File: config.mk
export PLATFORM = sky130hd
export DESIGN_NAME = octal_op_alu
export DESIGN_NICKNAME = d
export VERILOG_FILES = /design/src/rtl/octal_alu_pkg.sv /design/src/rtl/octal_alu_arith.sv /design/src/rtl/octal_alu_divider.sv /design/src/rtl/octal_alu_bitwise.sv /design/src/rtl/octal_alu_compare.sv /design/src/rtl/octal_op_alu.sv
export SDC_FILE = /design/constraint.sdc
export NUM_CORES = 1
export LEC_CHECK = 0
export ABC_CLOCK_PERIOD_IN_PS = 46200
export BUFFER_PORTS_ARGS = -buffer_cell sky130_fd_sc_hd__buf_2
export CAP_MARGIN = 5
export CORE_AREA = 2 2 161 163
export DETAILED_ROUTE_END_ITERATION = 16
export DIE_AREA = 0 0 163 165
export MAX_ROUTING_LAYER = met4
export PLACE_DENSITY = 0.65
export SYNTH_ARGS = -nofsm -noshare
export SYNTH_HDL_FRONTEND = slang
export SYNTH_HIERARCHICAL = 1
export SYNTH_SLANG_ARGS = --single-unit
File: constraint.sdc
create_clock -name vclk -period 46.2
set_input_delay 4.62 -clock vclk [all_inputs]
set_output_delay 4.62 -clock vclk [all_outputs]
set_load 0.02 [all_outputs]
File: src/rtl/octal_alu_pkg.sv
`timescale 1ns/1ps
package octal_alu_pkg;
  localparam int OP_W = 3;

  typedef enum logic [OP_W-1:0] {
    OP_ADD = 3'b000,
    OP_SUB = 3'b001,
    OP_MUL = 3'b010,
    OP_DIV = 3'b011,
    OP_REM = 3'b100,
    OP_AND = 3'b101,
    OP_OR  = 3'b110,
    OP_XOR = 3'b111
  } alu_op_e;
endpackage

File: src/rtl/octal_alu_arith.sv
`timescale 1ns/1ps
// Sum, difference and product, all widened to the result width first.
module octal_alu_arith #(
  parameter int W  = 8,
  parameter int RW = 2 * W
) (
  input  logic [W-1:0]  lhs_i,
  input  logic [W-1:0]  rhs_i,
  output logic [RW-1:0] sum_o,
  output logic [RW-1:0] diff_o,
  output logic [RW-1:0] prod_o
);
  logic [RW-1:0] lhs_x;
  logic [RW-1:0] rhs_x;

  assign lhs_x  = RW'(lhs_i);
  assign rhs_x  = RW'(rhs_i);
  assign sum_o  = lhs_x + rhs_x;
  assign diff_o = lhs_x - rhs_x;
  assign prod_o = lhs_x * rhs_x;
endmodule

File: src/rtl/octal_alu_divider.sv
`timescale 1ns/1ps
// Unsigned quotient and remainder; a zero divisor yields all-ones / lhs.
module octal_alu_divider #(
  parameter int W  = 8,
  parameter int RW = 2 * W
) (
  input  logic [W-1:0]  lhs_i,
  input  logic [W-1:0]  rhs_i,
  output logic [RW-1:0] quot_o,
  output logic [W-1:0]  rem_o
);
  logic rhs_zero;
  assign rhs_zero = (rhs_i == '0);

  always_comb begin
    if (rhs_zero) begin
      quot_o = '1;
      rem_o  = lhs_i;
    end else begin
      quot_o = RW'(lhs_i / rhs_i);
      rem_o  = lhs_i % rhs_i;
    end
  end
endmodule

File: src/rtl/octal_alu_bitwise.sv
`timescale 1ns/1ps
// Per-bit lanes for AND, OR, XOR.
module octal_alu_bitwise #(
  parameter int W = 8
) (
  input  logic [W-1:0] lhs_i,
  input  logic [W-1:0] rhs_i,
  output logic [W-1:0] and_o,
  output logic [W-1:0] or_o,
  output logic [W-1:0] xor_o
);
  for (genvar b = 0; b < W; b++) begin : g_lane
    assign and_o[b] = lhs_i[b] & rhs_i[b];
    assign or_o[b]  = lhs_i[b] | rhs_i[b];
    assign xor_o[b] = lhs_i[b] ^ rhs_i[b];
  end
endmodule

File: src/rtl/octal_alu_compare.sv
`timescale 1ns/1ps
// Unsigned magnitude comparison, independent of the op code.
module octal_alu_compare #(
  parameter int W = 8
) (
  input  logic [W-1:0] lhs_i,
  input  logic [W-1:0] rhs_i,
  output logic         eq_o,
  output logic         gt_o
);
  assign eq_o = (lhs_i == rhs_i);
  assign gt_o = (lhs_i > rhs_i);
endmodule

File: src/rtl/octal_op_alu.sv
`timescale 1ns/1ps
module octal_op_alu #(
  parameter int W = 8,
  localparam int RW = 2 * W
) (
  input  logic [W-1:0]                     lhs_i,
  input  logic [W-1:0]                     rhs_i,
  input  logic [octal_alu_pkg::OP_W-1:0]   op_i,
  output logic [RW-1:0]                    result_o,
  output logic                             equal_o,
  output logic                             greater_o
);
  import octal_alu_pkg::*;

  logic [RW-1:0] sum, diff, prod, quot;
  logic [W-1:0]  rem, band, bor, bxor;
  logic          eq, gt;
  alu_op_e       op;

  assign op = alu_op_e'(op_i);

  octal_alu_arith #(.W(W), .RW(RW)) u_arith (
    .lhs_i(lhs_i), .rhs_i(rhs_i),
    .sum_o(sum), .diff_o(diff), .prod_o(prod)
  );

  octal_alu_divider #(.W(W), .RW(RW)) u_div (
    .lhs_i(lhs_i), .rhs_i(rhs_i),
    .quot_o(quot), .rem_o(rem)
  );

  octal_alu_bitwise #(.W(W)) u_bits (
    .lhs_i(lhs_i), .rhs_i(rhs_i),
    .and_o(band), .or_o(bor), .xor_o(bxor)
  );

  octal_alu_compare #(.W(W)) u_cmp (
    .lhs_i(lhs_i), .rhs_i(rhs_i),
    .eq_o(eq), .gt_o(gt)
  );

  always_comb begin
    case (op)
      OP_ADD:  result_o = sum;
      OP_SUB:  result_o = diff;
      OP_MUL:  result_o = prod;
      OP_DIV:  result_o = quot;
      OP_REM:  result_o = RW'(rem);
      OP_AND:  result_o = RW'(band);
      OP_OR:   result_o = RW'(bor);
      OP_XOR:  result_o = RW'(bxor);
      default: result_o = '0;
    endcase
  end

  assign equal_o   = eq;
  assign greater_o = gt;

  // Cross-checks between the independent units.
  always_comb begin
    assert_flags_exclusive_R8: assert (!(eq && gt))
      else $error("equal and greater both set");
    if (eq) begin
      assert_eq_zero_diff_R7: assert (diff == '0)
        else $error("equal operands with nonzero difference");
    end
    if (gt) begin
      assert_gt_diff_small_R2: assert (diff[RW-1:W] == '0 && diff != '0)
        else $error("greater operands gave an out-of-range difference");
    end
    if (!gt && !eq) begin
      assert_lt_diff_wrap_R2: assert (diff[RW-1:W] == '1)
        else $error("smaller lhs did not wrap the difference");
    end
    if (rhs_i != '0) begin
      assert_rem_below_div_R5: assert (rem < rhs_i)
        else $error("remainder not below divisor");
      assert_div_identity_R4: assert (RW'(quot[W-1:0]) * RW'(rhs_i) + RW'(rem) == RW'(lhs_i))
        else $error("quotient and remainder do not rebuild lhs");
    end
  end
endmodule

==> reports/metrics.cfg <==
[clock_tree]
cts_setup_buffers=0
cts-hold-fix-buffers=0
cts-resized-gates=0

[yosys]
synthDominantCellAreaShare=0.2351
ys_types=100
synth_compound_area_frac=0.2825
yosysWarnings=6
synthSimpleGateAreaFrac=0.2236
synth_top_family_by_area=adder cells
synth.avg_cell_area_um2=7.450
synth_area_mm2=0.01118
synth.largest_area_cell=ha_1
syn_inst=1500
synth_fa_ha_area_frac=0.3050
synth_seq_area_share=0
synth_area_leaders=ha_1 24%, fa_1 7.0%, o21a_1 4.6%
synth_xor_area_frac=0.04310
synth.area.mux_share=0.07333

[die]
die_height_um=165
die_area_mm2=0.02690
rows=58
io_pins=37
start_util=0.4464
core-area_mm2=0.02504
die_w_um=163

[critical_path]
cp.required_ns=41.58
crit_path_max_incr_delay_ns=0.72
endpoint_kind=output port
cpMostUsedCell=o21a_1
path_class=primary input to output port
worstPathArrival_ns=33.70
cp_slowest_cell=a31oi_1
crit_fanout=20
start_kind=primary input

[global_routing]
grt-busiest-layer=met2
grt_use_met1=0.2958
grt_pass1_wl_mm=50.58
antenna_found_initial=0
grt_max_degree=37
met2_usage=0.4216
grt_usage=0.2304
grt_pass1_vias=10400
overflow=0
grt_use_met3=0.003767

[hold_path]
hold_path_end=result_o[11]
min_path_type=primary input to output port
min_from=op_i[2]
worstHoldPathCells=3

[sta]
min_period_over_period=0.8294
hold_viol=0
tns_ns=0
period_needed_ns=38.32
fmax_mhz=26.10
setup_viol_count_final=0
rsz0062_at_grt=no
slew_viol_final=0
worst_slew_pin_slew_ns=1.003
relSlewSlack=0.3316

[detailed_routing]
drcViolationCount=0
antenna_left=0
first_pass_iters=5
postRouteWirelength_mm=30.46
first_iter_violations=630
vias=10900
avgRoutedWirePerCell_um=16.56
vias_per_cell=5.922

[finish]
nClkBuffers=0
ff_latch_area_um2=0
n_antenna_cell=0
multi_input_area_mm2=0.01042
nets=1780
drive_above_1_share=0.07881
syn2layout_area_growth_pct=3.840
seq_cell_count=0
post-route-util=0.4635
fill_cells=2589

[place]
portBuffers=37
gp_congestion=0.9016
dp_hpwl_mm=23.90

[run_status]
status=complete, no violations

[pwr]
p_per_area_mw_per_mm2=66.24
p_leak_nw=5.634
ir_worst_vdd_mv=0.1103

[run]
drv_cap=0

[where the power goes]
| part | internal (W) | switching [W] | total [W] |
|---|---|---|---|
| sequential | 0 | 0 | 0 |
| combinational | 0.000342 | 0.000427 | 0.000769 |
| clock | 0 | 0 | 0 |
[how the worst max path moves through the flow]
stage / from / to / slack, ns / depth (start not counted)
finish: rhs_i[0] / result_o[0] / 7.88 / 126
floorplan: rhs_i[0] / result_o[0] / 11.30 / 125
global placement: rhs_i[0] / result_o[0] / 9.24 / 124
global route: rhs_i[0] / result_o[0] / 5.36 / 124
CTS: rhs_i[0] / result_o[0] / 8.24 / 124
detailed placement: rhs_i[0] / result_o[0] / 8.35 / 123
[per-stage QoR]
| step | hold slack, ns | instances | setup slack, ns | total power [W] | area, um2 |
|---|---|---|---|---|---|
| 2_1_floorplan | 9.631 | 1513 | 11.30 | 0.0006213 | 11220 |
| 3_3_place_gp | 9.831 | 1840 | 9.238 | 0.0007479 | 11600 |
| 3_5_place_dp | 9.833 | 1840 | 8.354 | 0.0007566 | 11600 |
| 4_1_cts | 9.834 | 1840 | 8.241 | 0.0007647 | 11600 |
| 5_1_grt | 9.857 | 1840 | 5.356 | 0.0008619 | 11600 |
| 6_report | 9.821 | 1840 | 7.881 | 0.0007688 | 11600 |
[critical path, delay by kind of cell]
family,cells,cell delay [ns]
AND/OR/NAND/NOR,30,6.28
multiplexers,5,1.37
AO/OA/AOI/OAI,71,16.10
buffers and inverters,6,1.09
adder cells (fa/ha/maj),14,4.16
[routing by layer]
layer / vias up / wire length [um]
met4: 0 / 227
li1: 5499 / -
met2: 193 / 15270
met3: 24 / 724
met5: - / 0
met1: 5180 / 14250
[cell type report]
type                            count  share of cell area
Inverter                          136             0.04399
Tap cell                          330             0.03558
Multi-Input combinational cell   1327              0.8980
Timing Repair Buffer               47             0.02243
[cells in the mapped netlist (7+ instances only)]
| library cell | n |
|---|---|
| inv_1 | 134 |
| xor2_1 | 18 |
| nand2_1 | 107 |
| o211ai_1 | 10 |
| or2_2 | 13 |
| nand4_1 | 13 |
| buf_2 | 8 |
| a21oi_1 | 90 |
| nor2_1 | 131 |
| nand3_1 | 18 |
| a31oi_1 | 8 |
| nor3_1 | 71 |
| mux2_2 | 17 |
| mux2i_1 | 35 |
| nand2b_1 | 18 |
| a211oi_1 | 20 |
| or3_1 | 14 |
| a21o_1 | 24 |
| o31ai_1 | 35 |
| fa_1 | 39 |
| nor2b_1 | 24 |
| o21bai_1 | 7 |
| buf_4 | 15 |
| and2_1 | 41 |
| o21ai_0 | 69 |
| o22a_1 | 10 |
| a21boi_0 | 7 |
| clkbuf_1 | 22 |
| mux2_1 | 8 |
| o22ai_1 | 12 |
| o21a_1 | 68 |
| xnor2_1 | 37 |
| ha_1 | 210 |
[cell families (layout without fill, tap and decap cells)]
group	after synthesis	after routing
XOR/XNOR	55	55
AND/OR/NAND/NOR	494	494
multiplexers	68	68
other	2	15
buffers and inverters	186	183
adder cells (fa/ha/maj)	249	249
AO/OA/AOI/OAI	446	446
[cells in the final DEF, fill, tap and decap left out, types with 14 or more instances in the layout]
master      n
or3_1      14
inv_1     134
xnor2_1    37
buf_2      37
ha_1      210
nor3_1     71
nand2_1   107
o31ai_1    35
a211oi_1   20
o21ai_0    69
and2_1     41
nand3_1    18
nor2_1    131
a21oi_1    90
a21o_1     24
nand2b_1   18
xor2_1     18
nor2b_1    24
mux2_2     17
mux2i_1    35
fa_1       39
o21a_1     68
conb_1     15
Note: power is estimated with default switching activity, not from simulation.
